## src/rtl/intr_prio_pkg.sv

```systemverilog
package intr_prio_pkg;

    localparam int VEC_W      = 16;
    localparam int N_RST      = 3;   // maskable restart levels
    localparam int VEC_BASE   = 16'h0024;
    localparam int VEC_STRIDE = 8;

    typedef enum logic [1:0] {
        ST_RUN,
        ST_ACK_WAIT,
        ST_ACK_FETCH
    } seq_state_t;

    typedef enum logic [2:0] {
        SRC_NONE,
        SRC_TRAP,
        SRC_HI,
        SRC_MID,
        SRC_LO,
        SRC_GEN
    } src_t;

    // Restart vector for a source; trap at the base, then low, mid, high
    function automatic logic [VEC_W-1:0] vec_of(input src_t s);
        logic [VEC_W-1:0] v;
        unique case (s)
            SRC_TRAP: v = VEC_W'(VEC_BASE);
            SRC_LO:   v = VEC_W'(VEC_BASE + 1 * VEC_STRIDE);
            SRC_MID:  v = VEC_W'(VEC_BASE + 2 * VEC_STRIDE);
            SRC_HI:   v = VEC_W'(VEC_BASE + 3 * VEC_STRIDE);
            default:  v = '0;
        endcase
        return v;
    endfunction

endpackage

```

## src/rtl/intr_edge_latch.sv

```systemverilog
module intr_edge_latch (
    input  logic clk,
    input  logic rst_n,
    input  logic req_in,
    input  logic service,
    input  logic sw_clear,
    output logic pending
);
    logic req_prev;
    logic rise;

    assign rise = req_in && !req_prev;

    always_ff @(posedge clk) begin
        if (!rst_n) begin
            req_prev <= 1'b0;
            pending  <= 1'b0;
        end else begin
            req_prev <= req_in;
            if (rise)
                pending <= 1'b1;
            else if (service || sw_clear)
                pending <= 1'b0;
        end
    end
endmodule

```

## src/rtl/intr_mask_regs.sv

```systemverilog
module intr_mask_regs
    import intr_prio_pkg::*;
#(
    parameter int NLEV = N_RST
) (
    input  logic            clk,
    input  logic            rst_n,
    input  logic            ie_set,
    input  logic            ie_clr,
    input  logic            accept,
    input  logic            mask_wr,
    input  logic            mask_en,
    input  logic [NLEV-1:0] mask_val,
    output logic            ie,
    output logic [NLEV-1:0] mask
);
    always_ff @(posedge clk) begin
        if (!rst_n)
            ie <= 1'b0;
        else if (accept || ie_clr)
            ie <= 1'b0;
        else if (ie_set)
            ie <= 1'b1;
    end

    for (genvar k = 0; k < NLEV; k++) begin : g_mask
        always_ff @(posedge clk) begin
            if (!rst_n)
                mask[k] <= 1'b1;
            else if (mask_wr && mask_en)
                mask[k] <= mask_val[k];
        end
    end
endmodule

```

## src/rtl/intr_prio_pick.sv

```systemverilog
module intr_prio_pick
    import intr_prio_pkg::*;
(
    input  logic       trap_req,
    input  logic       hi_pend,
    input  logic       mid_lvl,
    input  logic       lo_lvl,
    input  logic       gen_req,
    input  logic       ie,
    input  logic [2:0] mask,
    output src_t       winner
);
    logic hi_ok, mid_ok, lo_ok, gen_ok;

    assign hi_ok  = hi_pend && ie && !mask[2];
    assign mid_ok = mid_lvl && ie && !mask[1];
    assign lo_ok  = lo_lvl  && ie && !mask[0];
    assign gen_ok = gen_req && ie;

    always_comb begin
        if (trap_req)     winner = SRC_TRAP;
        else if (hi_ok)   winner = SRC_HI;
        else if (mid_ok)  winner = SRC_MID;
        else if (lo_ok)   winner = SRC_LO;
        else if (gen_ok)  winner = SRC_GEN;
        else              winner = SRC_NONE;
    end
endmodule

```

## src/rtl/intr_seq.sv

```systemverilog
module intr_seq
    import intr_prio_pkg::*;
(
    input  logic             clk,
    input  logic             rst_n,
    input  logic             instr_end,
    input  src_t             winner,
    input  logic             fetch_cyc,
    input  logic             rd_in,
    output logic             accept,
    output logic             hi_serviced,
    output logic             busy,
    output logic             rd_out,
    output logic             ack_out,
    output logic             irq_take,
    output logic             irq_ext,
    output logic [VEC_W-1:0] irq_vec
);
    seq_state_t state, state_nx;

    assign accept      = (state == ST_RUN) && instr_end && (winner != SRC_NONE);
    assign hi_serviced = accept && (winner == SRC_HI);

    // next-state logic
    always_comb begin
        state_nx = state;
        unique case (state)
            ST_RUN:       if (accept && winner == SRC_GEN) state_nx = ST_ACK_WAIT;
            ST_ACK_WAIT:  if (fetch_cyc)                   state_nx = ST_ACK_FETCH;
            ST_ACK_FETCH: if (!fetch_cyc)                  state_nx = ST_RUN;
            default:                                       state_nx = ST_RUN;
        endcase
    end

    // state register
    always_ff @(posedge clk) begin
        if (!rst_n) state <= ST_RUN;
        else        state <= state_nx;
    end

    // registered acceptance outputs
    always_ff @(posedge clk) begin
        if (!rst_n) begin
            irq_take <= 1'b0;
            irq_ext  <= 1'b0;
            irq_vec  <= '0;
        end else begin
            irq_take <= accept;
            irq_ext  <= accept && (winner == SRC_GEN);
            irq_vec  <= accept ? vec_of(winner) : '0;
        end
    end

    // strobe steering
    always_comb begin
        busy    = 1'b1;
        rd_out  = 1'b0;
        ack_out = 1'b0;
        unique case (state)
            ST_RUN: begin
                busy   = 1'b0;
                rd_out = rd_in;
            end
            ST_ACK_WAIT, ST_ACK_FETCH: begin
                ack_out = fetch_cyc && rd_in;
                rd_out  = !fetch_cyc && rd_in;
            end
            default: rd_out = rd_in;
        endcase
    end
endmodule

```

## src/rtl/intr_prio_ctrl.sv

```systemverilog
module intr_prio_ctrl
    import intr_prio_pkg::*;
(
    input  logic             clk,
    input  logic             rst_n,
    input  logic             trap_req,
    input  logic             rq_hi,
    input  logic             rq_mid,
    input  logic             rq_lo,
    input  logic             gen_req,
    input  logic             instr_end,
    input  logic             ie_set,
    input  logic             ie_clr,
    input  logic             mask_wr,
    input  logic [4:0]       mask_data,
    input  logic             fetch_cyc,
    input  logic             rd_in,
    output logic             rd_out,
    output logic             ack_out,
    output logic             irq_take,
    output logic             irq_ext,
    output logic [VEC_W-1:0] irq_vec,
    output logic [6:0]       status
);
    logic       hi_pend, ie, accept, hi_serviced, busy;
    logic [2:0] mask;
    src_t       winner;

    intr_edge_latch u_hi (
        .clk      (clk),
        .rst_n    (rst_n),
        .req_in   (rq_hi),
        .service  (hi_serviced),
        .sw_clear (mask_wr && mask_data[4]),
        .pending  (hi_pend)
    );

    intr_mask_regs #(.NLEV(N_RST)) u_regs (
        .clk      (clk),
        .rst_n    (rst_n),
        .ie_set   (ie_set),
        .ie_clr   (ie_clr),
        .accept   (accept),
        .mask_wr  (mask_wr),
        .mask_en  (mask_data[3]),
        .mask_val (mask_data[2:0]),
        .ie       (ie),
        .mask     (mask)
    );

    intr_prio_pick u_pick (
        .trap_req (trap_req),
        .hi_pend  (hi_pend),
        .mid_lvl  (rq_mid),
        .lo_lvl   (rq_lo),
        .gen_req  (gen_req),
        .ie       (ie),
        .mask     (mask),
        .winner   (winner)
    );

    intr_seq u_seq (
        .clk         (clk),
        .rst_n       (rst_n),
        .instr_end   (instr_end),
        .winner      (winner),
        .fetch_cyc   (fetch_cyc),
        .rd_in       (rd_in),
        .accept      (accept),
        .hi_serviced (hi_serviced),
        .busy        (busy),
        .rd_out      (rd_out),
        .ack_out     (ack_out),
        .irq_take    (irq_take),
        .irq_ext     (irq_ext),
        .irq_vec     (irq_vec)
    );

    assign status = {hi_pend, rq_mid, rq_lo, ie, mask};
endmodule

```

## config.mk

```make
export PLATFORM = sky130hd
export DESIGN_NAME = intr_prio_ctrl
export DESIGN_NICKNAME = d
export VERILOG_FILES = /design/src/rtl/intr_prio_pkg.sv /design/src/rtl/intr_edge_latch.sv /design/src/rtl/intr_mask_regs.sv /design/src/rtl/intr_prio_pick.sv /design/src/rtl/intr_seq.sv /design/src/rtl/intr_prio_ctrl.sv
export SDC_FILE = /design/constraint.sdc
export NUM_CORES = 1
export LEC_CHECK = 0
export BUFFER_PORTS_ARGS = -buffer_cell sky130_fd_sc_hd__buf_2
export CORE_MARGIN = 4
export CORE_UTILIZATION = 42
export CTS_CLUSTER_DIAMETER = 40
export DETAILED_ROUTE_END_ITERATION = 16
export GPL_TIMING_DRIVEN = 0
export HOLD_SLACK_MARGIN = 0.1
export PLACE_DENSITY = 0.77
export REMOVE_ABC_BUFFERS = 1
export SYNTH_ARGS = -nofsm -noshare
export SYNTH_HDL_FRONTEND = slang
export SYNTH_SLANG_ARGS = --single-unit
```

## constraint.sdc

```tcl
create_clock -name clk -period 1.5 [get_ports clk]
set_input_delay 0.3 -clock clk [delete_from_list [all_inputs] [get_ports clk]]
set_output_delay 0.3 -clock clk [all_outputs]
set_load 0.02 [all_outputs]
```

# After elaboration in Yosys (flattened, before gate mapping)
# Index checks and enable logic that the tools add are counted.
# word_totals
regBits,26
input_bits,18
out_inout_bits,27
word_cells,65
# classes
n_eq_ne,10
mux,14
n_bitwise,1
n_reduce_logical,30
# ops
op,n
$pmux W6 S4,1
$logic_and A1 B1 Y1,16
$mux W3,5
$eq A3 B2 Y1 const B,2
$eq A3 B3 Y1 const B,2
$mux W2,3
$ne A2 B2 Y1 const B,3
$pmux W2 S3,1
$logic_not A1 Y1,5
$mux W1,4
$reduce_or A2 Y1,2
$eq A3 B1 Y1 const B,1
$reduce_and A3 Y1,1
$reduce_bool A3 Y1,1
$eq A2 B1 Y1 const B,1
$eq A2 B2 Y1 const B,1
$logic_not A2 Y1,1
$logic_or A1 B1 Y1,2
$reduce_and A2 Y1,1
$reduce_bool A2 Y1,1
$not A1 Y1,1

# Logic depth before layout (Yosys ltp)
# Gate-level depths: netlist (run 1).
# depth
word_depth,12
depth_mapped,6
mapped_depth_nobuf,6

# Cells and area by module
# From an unflattened synthesis (run 1), not the netlist that was laid out.
# unflattened
cells_unflattened,93
hier_area_um2,802.0
# modules_own_cells
module,n_inst,cells_each,area_per_inst_um2,seq_area_each_um2
intr_seq,1,54,460.4,140.1
intr_mask_regs,1,16,150.1,80.1
intr_prio_pick,1,12,83.8,0.0
intr_edge_latch,1,6,71.3,40.0
intr_prio_ctrl,1,5,36.3,0.0

# Least setup slack after synthesis (run 1)
# No wires, ideal clock.
# synth_timing
kind,flip-flop to output port
from,register u_seq.state[0]
to,output rd_out
t_arrival_ps,1189
required_ps,1200
path_slack_ps,11
path_stages_with_launch,4
n_path_buf,0
path_cell_list,dfxtp_1 -> inv_1 -> ha_1 -> a21boi_0
# synth_via
elab_chain_len,3
word_cells_on_any_way,4
classes_between,2 x eq/ne; 1 x mux; 1 x reduce/logical
# synth_rtl
element,line_no,source
start: declaration,intr_seq.sv:19,"seq_state_t state, state_nx;"
start signal: assignment,intr_seq.sv:38,else state <= state_nx;
$eq A2 B1 Y1 / $eq A2 B2 Y1 (equally long branches),intr_seq.sv:59,unique case (state)
$reduce_or A2 Y1 (*),intr_seq.sv:59,
$mux W1 (*),intr_seq.sv:59,
end: declaration,intr_prio_ctrl.sv:18,"output logic rd_out,"
# Every way passes the cells marked *; elsewhere a longest branch is shown, timed or not.

# Final worst setup path (run 1)
# layout_timing
from,register u_seq.state[1]
to,output ack_out
# layout_via
elab_chain_len,3
word_cells_on_any_way,4
classes_between,2 x eq/ne; 1 x mux; 1 x reduce/logical
# layout_rtl
element,line_no,source
$eq A2 B1 Y1 / $eq A2 B2 Y1 (equally long branches),intr_seq.sv:59,
$reduce_or A2 Y1 (*),intr_seq.sv:59,
$mux W1 (*),intr_seq.sv:59,
end: declaration,intr_prio_ctrl.sv:19,"output logic ack_out,"
# Marked as above.

==> results of run 1 <==
==> through the flow <==
| stage | hold slack, ns | TNS [ns] |
|---|---|---|
| finish | 0.186 | -0.0382 |
| global route | 0.172 | -0.152 |
| CTS | 0.177 | -0.0288 |
| detailed placement | 0.475 | 0 |
| global placement | 0.468 | 0 |
| floorplan | 0.371 | 0 |
==> what timing repair did <==
action,in CTS,in global routing
setup buffers,3,1
gates resized for setup,9,6
endpoints found under the setup margin,2,4
pin swaps,1,1
==> cells by family after synthesis <==
kind of cell             after synthesis
adder cells (fa/ha/maj)                4
AND/OR/NAND/NOR                       36
buffers and inverters                 23
multiplexers                           3
other                                  1
AO/OA/AOI/OAI                          9
flip-flops                            13
==> metal layers <==
metal | vias up | track usage (%)
li1 | 332 | -
met1 | 309 | 13.0
met2 | 31 | 24.9
met3 | 2 | 3.50
met4 | 0 | 11.2
met5 | - | 0
==> cell type report <==
cell class                 instances  area, sq um
inverter                           5         21.3
sequential                        13          263
timing repair buffer              36          203
multi-input combinational         64          432
clock buffer                       4         26.3
tap                               25         31.3
fill                             166          769
==> sequential cells by signal, indices dropped and copies added, names as in the netlist <==
register and count:
u_hi.pending 1, u_seq.irq_vec 3, u_seq.irq_ext 1, u_seq.irq_take 1, u_regs.ie 1, u_hi.req_prev 1, u_seq.state 2, u_regs.mask 3
==> cell usage in the layout, fill, tap and decap left out, drive strengths merged <==
cell type and count:
and2 1, a21boi 2, and2b 1, conb 12, nand2 11, o211ai 1, nor2b 3, dfxtp 13
and3 2, o41ai 1, clkbuf 4, mux2i 3, nor2 5, buf 36, a32oi 1, nor3 1
a21oi 4, inv 5, nand2b 2, nor4b 1, nand3 8, ha 4, nand4 1
==> critical path, stage by stage (launching register included) <==
cell     delay, ns
dfxtp_2       0.36
inv_4         0.05
ha_4          0.26
and3_4        0.17
buf_6         0.11
==> power by group through the flow <==
stage	logic [mW]	registers, mW	clock network (mW)
after global routing	0.410	0.399	0.245
after global placement	0.273	0.400	0
after CTS	0.337	0.394	0.223
after floorplan	0.174	0.421	0
after detailed placement	0.285	0.402	0
final	0.375	0.396	0.210
==> worst max-delay path by stage <==
stage | to | slack [ns] | start | cells after the start
after floorplan | rd_out | 0.01 | u_seq.state[0] | 3
after global placement | u_seq.state[0] | 0.10 | u_seq.state[1] | 6
after detailed placement | u_seq.state[0] | 0.03 | u_seq.state[1] | 6
after CTS | rd_out | -0.01 | u_seq.state[1] | 4
after global routing | ack_out | -0.07 | u_seq.state[1] | 4
final | ack_out | -0.02 | u_seq.state[1] | 4
==> flow_summary.ini, run 1 <==
[worst_setup_path]
reg2reg_from = u_seq.state[0]
rrSetupSlack_ns = 0.06
crit_arrival_ns = 1.22
crit_type = register to output port
worstSetupEndpointType = output port
reg2regPathDepth = 6
crit_fanout = 3
rr_endpoint = u_seq.state[0]
worstPathRequired_ns = 1.20
cp-start-kind = register

[pwr]
p_clk_share_pct = 21.4
power_leakage_nw = 0.494
p_total_uw = 981
swShare_pct = 34.0
powerDensity_mw_per_mm2 = 1010
share_seq_of_total_power_pct = 40.3
power_frac_comb_pct = 38.3
vdd_drop_max_mv = 0.479
p_int_uw = 648
switchingPower_uw = 334

[logic_synthesis]
yosys.area_share.simple_pct = 26.6
netlist_top_cells_count = 17 x buf_4, 13 x dfxtp_1, 11 x nand2_1
yosysMostFrequentCell = buf_4
synthXorXnorAreaFrac_pct = 0
synthesis.area_sq_um = 779
syn_avg_cell_area_sq_um = 8.76
yosysWarnings = 0
synth_top_area_share_pct = 33.4
ys.flop_type = dfxtp_1
synth_cell_type_count = 26
synth_async_sr_flop_share_pct = 0
synth_fa_ha_area_share_pct = 6.42
synth_compound_area_share_pct = 8.67
yosysSeqAreaShare_pct = 33.4
ys_ff_latch = 13
synth-edff-count = 0
synth_top_family_by_area = simple AND/OR/NAND/NOR gates
synth_area_leaders = dfxtp_1 33%, buf_4 16%, ha_1 6.4%
synth_area_leader_cell = dfxtp_1
muxShareOfSynthArea_pct = 3.85
syn-instance-count = 89

[routing]
wl_mm = 1.70
met2WireLength_microns = 914
route.detailed.wl_per_inst_microns = 11.6
met1Wirelength_microns = 633
vias = 674
drc = 0
first_iter_violations = 9
topRoutingLayerUsed = met4
via_per_inst = 4.59
drtAntennaViolNets = 0
drt-pass1-iter-count = 4
wl_met3_microns = 130

[clock_network]
ctsHoldBuffers = 0
cts-root-buf = clkbuf_4
clock_latency_ns = 0.27
cts_tree = yes
clock-sinks = 13
cts_buffers = 3
clkTransAtPathRegs_ns = 0.08
cts.path.max_buffers = 2
htreeDepth = 1

[floorplan]
die_y_microns = 51.1
rows = 15
die_area_sq_mm = 0.00261
chipWidth_microns = 51.1
start_util_pct = 44.7
design.core.area_sq_mm = 0.00175
boundaryPins = 45

[finish]
layout-drive-gt1-share_pct = 44.3
fin_cells = 147
fin_util_pct = 55.9
fin_nets = 145
post-route-cell-area_sq_um = 976
diodes = 0
area_growth_pct = 25.2

[global_route]
grt_max_degree = 13
grt.overflow.total = 0
antenna_found_initial = 0
grt_pass1_wl_mm = 2.66
grt_usage_pct = 13.8
grt_pass1_vias = 663

[status]
violations = setup timing
status = complete, but fails checks

[placed_design]
hpwl_mm = 1.28
io_buffers = 32
dp.cells = 139
place_area_sq_um = 871
dp_slack_ns = 0.0320
gp_congestion = 0.755

[timing]
fin_crit_sh_pct = 102
setup_viol = 2
clock.fmax_mhz = 657
hold_viol = 0
skew_ns = 0.00401
postLayoutSetupSlackWorst_ns = -0.0227
slew_viol_final = 0
fin_crit_ns = 1.52
rsz0062_at_grt = true

[hold_path]
hold-path-endpoint = u_regs.ie
hold_start = ie_clr
min_path_cells = 2
min_path_type = input port to register

[run]
max_cap_violations = 0
Power figures use the tool's default switching activity.
==> run 2: changes to the inputs <==
--- a/config.mk
+++ b/config.mk
@@ -6,14 +6,13 @@
 export NUM_CORES = 1
 export LEC_CHECK = 0
 export BUFFER_PORTS_ARGS = -buffer_cell sky130_fd_sc_hd__buf_2
-export CORE_MARGIN = 4
+export CORE_MARGIN = 2
 export CORE_UTILIZATION = 42
 export CTS_CLUSTER_DIAMETER = 40
 export DETAILED_ROUTE_END_ITERATION = 16
 export GPL_TIMING_DRIVEN = 0
 export HOLD_SLACK_MARGIN = 0.1
 export PLACE_DENSITY = 0.77
-export REMOVE_ABC_BUFFERS = 1
 export SYNTH_ARGS = -nofsm -noshare
 export SYNTH_HDL_FRONTEND = slang
 export SYNTH_SLANG_ARGS = --single-unit
==> flow_summary.ini, run 2 (synthesis gave the netlist of run 1 again) <==
[pwr]
p_total_mw = 1.00
powerDensity_mw_per_mm2 = 917
vdd_drop_max_mv = 0.432
power_leakage_nw = 0.582

[floorplan]
chipWidth_microns = 47.1
rows = 15
die_area_sq_mm = 0.00222
boundaryPins = 45
die_y_microns = 47.1
design.core.area_sq_mm = 0.00175
start_util_pct = 44.7

[clock_network]
cts_buffers = 3
clock-sinks = 13
clock_latency_ns = 0.27
ctsHoldBuffers = 0
htreeDepth = 1
cts-root-buf = clkbuf_4
cts_tree = yes
cts.path.max_buffers = 2
clkTransAtPathRegs_ns = 0.08

[timing]
fin_crit_sh_pct = 101
hold_viol = 0
postLayoutSetupSlackWorst_ns = -0.00984
rsz0062_at_grt = true
setup_viol = 1
hold_ws_ns = 0.185
clock.fmax_mhz = 662
slew_viol_final = 0
fin_crit_ns = 1.51
skew_ns = 0.00396

[finish]
layout-drive-gt1-share_pct = 50.0
largest_registers = u_regs.mask x3, u_seq.irq_vec x3, u_seq.state x2
fin_nets = 161
final_cell_mix = 30 x buf_2, 20 x buf_4, 12 x conb_1, 11 x nand2_1, 11 x dfxtp_1
final_common_cell = buf_2
area_growth_pct = 40.0
diodes = 0
fin_util_pct = 62.5
fin_cells = 163

[run]
max_cap_violations = 0

[worst_setup_path]
worstPathRequired_ns = 1.20
cp-start-kind = register
crit_fanout = 3
crit_arrival_ns = 1.21
crit_type = register to output port
cp_slowest_cell = dfxtp_2
worstSetupEndpointType = output port
path_cells = inv_2 -> ha_4 -> and3_4 -> buf_6
max_stage_delay_ns = 0.35

[routing]
first_iter_violations = 0
route.detailed.wl_per_inst_microns = 9.04
drc = 0
vias = 699
wl_mm = 1.47
drtAntennaViolNets = 0
via_per_inst = 4.29
drt-pass1-iter-count = 1

[status]
violations = setup timing
status = complete, but fails checks

[global_route]
grt_max_degree = 11
grt_pass1_vias = 580
antenna_found_initial = 0
use_met2_pct = 24.9
grtUsageMet1_pct = 14.6
gr-usage-met3_pct = 2.69
grt_pass1_wl_mm = 2.21
busiest_layer = met2
grt.overflow.total = 0
grt_usage_pct = 14.1

[placed_design]
gp_congestion = 0.840
io_buffers = 32
hpwl_mm = 1.14
dp.cells = 157

[hold_path]
min_path_type = input port to register
-- run 2: cell count changes in the layout (fill, tap and decap cells not counted), sizes merged --
cell and delta:
buf +15, clkbuf +1
-- run 2: worst paths after layout --
check                                    start        endpoint  slack, ns  cells after the start
worst max-delay path            u_seq.state[0]         ack_out      -0.01                      4
worst max register to register  u_seq.state[0]  u_seq.state[1]       0.10                      6
worst min register to register   u_hi.req_prev    u_hi.pending       0.49                      2
worst min-delay path                    ie_clr       u_regs.ie       0.18                      2
-- run 2: repair_timing --
item,in CTS,in global routing
setup endpoints to repair,2,4
buffers inserted,2,0
pin swaps,1,3
endpoints found under the hold margin,0,0
resized for setup,9,3
-- run 2: final cells by class --
| class | instances | area, sq um |
|---|---|---|
| plain buffers | 18 | 141 |
| multi-input cells | 64 | 427 |
| clock buffers | 4 | 26.3 |
| well taps | 25 | 31.3 |
| fillers | 157 | 654 |
| inverters | 5 | 18.8 |
| repair buffers | 34 | 184 |
| flip-flops and latches | 13 | 263 |
-- run 2: critical path: cells and delay by family, from the launching register on --
kind / cells / cell delay, ns
DFF: 1 / 0.35
and+or+nand+nor: 1 / 0.16
adders and majority gates: 1 / 0.26
buffers and inverters: 2 / 0.17
-- run 2: metal layers --
metal	part of all wire, %	wire (microns)	up-vias
met3	6.0	89	6
met5	0	0	-
met4	3.2	47	0
li1	-	-	365
met1	40	591	302
met2	51	746	26
-- run 2: per-stage QoR --
stage | instance area, sq um | setup WS [ns] | setup TNS, ns
global route | 1090 | -0.0516 | -0.0888
CTS | 1080 | 0.00139 | 0
finish | 1090 | -0.00984 | -0.00984
global placement | 1010 | 0.0875 | 0
floorplan | 821 | 0.0105 | 0
detailed placement | 1010 | 0.0471 | 0
-- run 2: report_power, final --
part	switching [mW]	internal [mW]	total [mW]
Clock	0.115	0.103	0.217
Sequential	0.0220	0.376	0.398
Combinational	0.198	0.188	0.386
==> run 3: changes to the inputs <==
--- a/config.mk
+++ b/config.mk
@@ -5,14 +5,15 @@
 export SDC_FILE = /design/constraint.sdc
 export NUM_CORES = 1
 export LEC_CHECK = 0
+export ABC_AREA = 1
 export BUFFER_PORTS_ARGS = -buffer_cell sky130_fd_sc_hd__buf_2
 export CORE_MARGIN = 2
-export CORE_UTILIZATION = 42
+export CORE_UTILIZATION = 43
 export CTS_CLUSTER_DIAMETER = 40
 export DETAILED_ROUTE_END_ITERATION = 16
 export GPL_TIMING_DRIVEN = 0
 export HOLD_SLACK_MARGIN = 0.1
-export PLACE_DENSITY = 0.77
+export PLACE_DENSITY = 0.78
 export SYNTH_ARGS = -nofsm -noshare
 export SYNTH_HDL_FRONTEND = slang
 export SYNTH_SLANG_ARGS = --single-unit
==> flow_summary.ini, run 3 <==
[worst_setup_path]
crit_fanout = 3
worstSetupEndpointType = output port
cp-start-kind = register
crit_arrival_ns = 1.20
crit_type = register to output port
path_cells = inv_2 -> ha_4 -> a21oi_1 -> buf_4
max_stage_delay_ns = 0.34
cp_slowest_cell = dfxtp_2
worstPathRequired_ns = 1.20

[global_route]
grt.overflow.total = 0
antenna_found_initial = 0
grt_max_degree = 10
grt_pass1_vias = 656
grt_usage_pct = 16.6
grt_pass1_wl_mm = 2.55

[timing]
clock.fmax_mhz = 668
setup_viol = 0
fin_crit_ns = 1.50
rsz0062_at_grt = true
skew_ns = 0.00621
hold_ws_ns = 0.186
slew_viol_final = 0
final.setup.tns_ns = 0
hold_viol = 0
fin_crit_sh_pct = 99.9

[clock_network]
cts.path.max_buffers = 2
clkTransAtPathRegs_ns = 0.08
htreeDepth = 1
ctsHoldBuffers = 0
cts_buffers = 3
clock_latency_ns = 0.28
cts_tree = yes
cts-root-buf = clkbuf_4
clock-sinks = 13

[logic_synthesis]
ys.flop_type = dfxtp_1
syn-instance-count = 107
synth-edff-count = 0
synth_area_leaders = dfxtp_1 32%, buf_4 16%, inv_1 7.9%
yosysWarnings = 0
synth_area_leader_cell = dfxtp_1
synthesis.area_sq_um = 810
ys_ff_latch = 13
netlist_top_cells_count = 17 x buf_4, 17 x inv_1, 16 x nand2_1
synth_top_area_share_pct = 32.1
synth_cell_type_count = 24
yosysSeqAreaShare_pct = 32.1
synth_async_sr_flop_share_pct = 0
syn_avg_cell_area_sq_um = 7.57

[finish]
fin_util_pct = 63.6
area_growth_pct = 37.1
largest_registers = u_regs.mask x3, u_seq.irq_vec x3, u_seq.state x2
fin_nets = 179
diodes = 0
post-route-cell-area_sq_mm = 0.00111
final_common_cell = buf_2
nFillCells = 168
layout-drive-gt1-share_pct = 48.7
final_cell_mix = 30 x buf_2, 22 x buf_4, 16 x nand2_1, 15 x inv_1, 12 x conb_1

[hold_path]
min_path_type = input port to register

[floorplan]
rows = 15
boundaryPins = 45
start_util_pct = 46.4
chipWidth_microns = 47.4
die_area_sq_mm = 0.00225
die_y_microns = 47.4
design.core.area_sq_mm = 0.00175

[routing]
via_per_inst = 4.12
drc = 0
drt-pass1-iter-count = 4
vias = 746
drtAntennaViolNets = 0
route.detailed.wl_per_inst_microns = 8.34
first_iter_violations = 7
wl_mm = 1.51

[pwr]
share_seq_of_total_power_pct = 33.8
powerDensity_mw_per_mm2 = 1120
swShare_pct = 37.0
p_int_uw = 783
switchingPower_uw = 459
p_clk_share_pct = 17.3
power_leakage_nw = 0.636
power_frac_comb_pct = 48.9
p_total_mw = 1.24
vdd_drop_max_mv = 0.650

[placed_design]
io_buffers = 31
place_area_sq_mm = 0.00104
hpwl_mm = 1.25
gp_congestion = 0.824

[status]
status = complete, no violations

[run]
max_cap_violations = 0
## run 3: changes by cell type after synthesis, moves of 3 or more
cell / before / now
nand2_1: 11 / 16
mux2i_1: 3 / 0
inv_1: 5 / 17
nand2_2: 0 / 4
## run 3: worst paths after layout
| check | from | to | depth (start not counted) | slack [ns] |
|---|---|---|---|---|
| worst max-delay path | u_seq.state[1] | rd_out | 4 | 0.002 |
| worst min-delay path | ie_clr | u_regs.ie | 2 | 0.19 |
| worst max register to register | u_regs.ie | u_seq.irq_vec[4] | 10 | 0.18 |
| worst min register to register | u_hi.req_prev | u_hi.pending | 1 | 0.44 |
## run 3: layout make-up
type                    instances  area, sq um  share of cell area (%)
plain buffers                  18          133                    12.0
clock buffers                   4         26.3                    2.37
inverters                      19         71.3                    6.43
multi-input cells              68          403                    36.3
flip-flops and latches         13          263                    23.7
well taps                      25         31.3                    2.82
repair buffers                 34          183                    16.5
## run 3: critical path, delay by kind of cell, from the launching register on
family / cells / cell delay [ns]
compound gates: 1 / 0.14
fa+ha+maj: 1 / 0.23
buf+inv: 2 / 0.21
flops: 1 / 0.34
## run 3: power groups by stage
stage | Clock, mW | Combinational (mW) | Sequential [mW]
6_report | 0.215 | 0.607 | 0.419
5_1_grt | 0.237 | 0.697 | 0.423
4_1_cts | 0.220 | 0.598 | 0.418
3_5_place_dp | 0 | 0.494 | 0.427
3_3_place_gp | 0 | 0.478 | 0.423
2_1_floorplan | 0 | 0.381 | 0.433
## run 3: metal layers
| layer | vias up | global-route usage (%) | wire length, microns |
|---|---|---|---|
| li1 | 396 | - | - |
| met1 | 320 | 16.3 | 593 |
| met2 | 28 | 30.5 | 792 |
| met3 | 2 | 7.31 | 110 |
| met4 | 0 | 5.56 | 12 |
| met5 | - | 0 | 0 |
## run 3: logic make-up after synthesis
group           count (synthesis)  synth area share, %
compound gates                 11                 10.0
other cells                     1                0.463
simple gates                   41                 26.0
fa+ha+maj                       4                 6.18
flops                          13                 32.1
buf+inv                        37                 25.2
## run 3: stage by stage
step / setup slack [ns] / instances
2_1_floorplan: 0.148 / 118
3_3_place_gp: 0.201 / 174
3_5_place_dp: 0.157 / 174
4_1_cts: -0.00427 / 181
5_1_grt: -0.0531 / 181
6_report: 0.00222 / 181
## run 3: repair_timing
item,in CTS,in global routing
buffers inserted,3,0
endpoints found under the setup margin,2,3
pin swaps,2,0
resized for setup,7,1
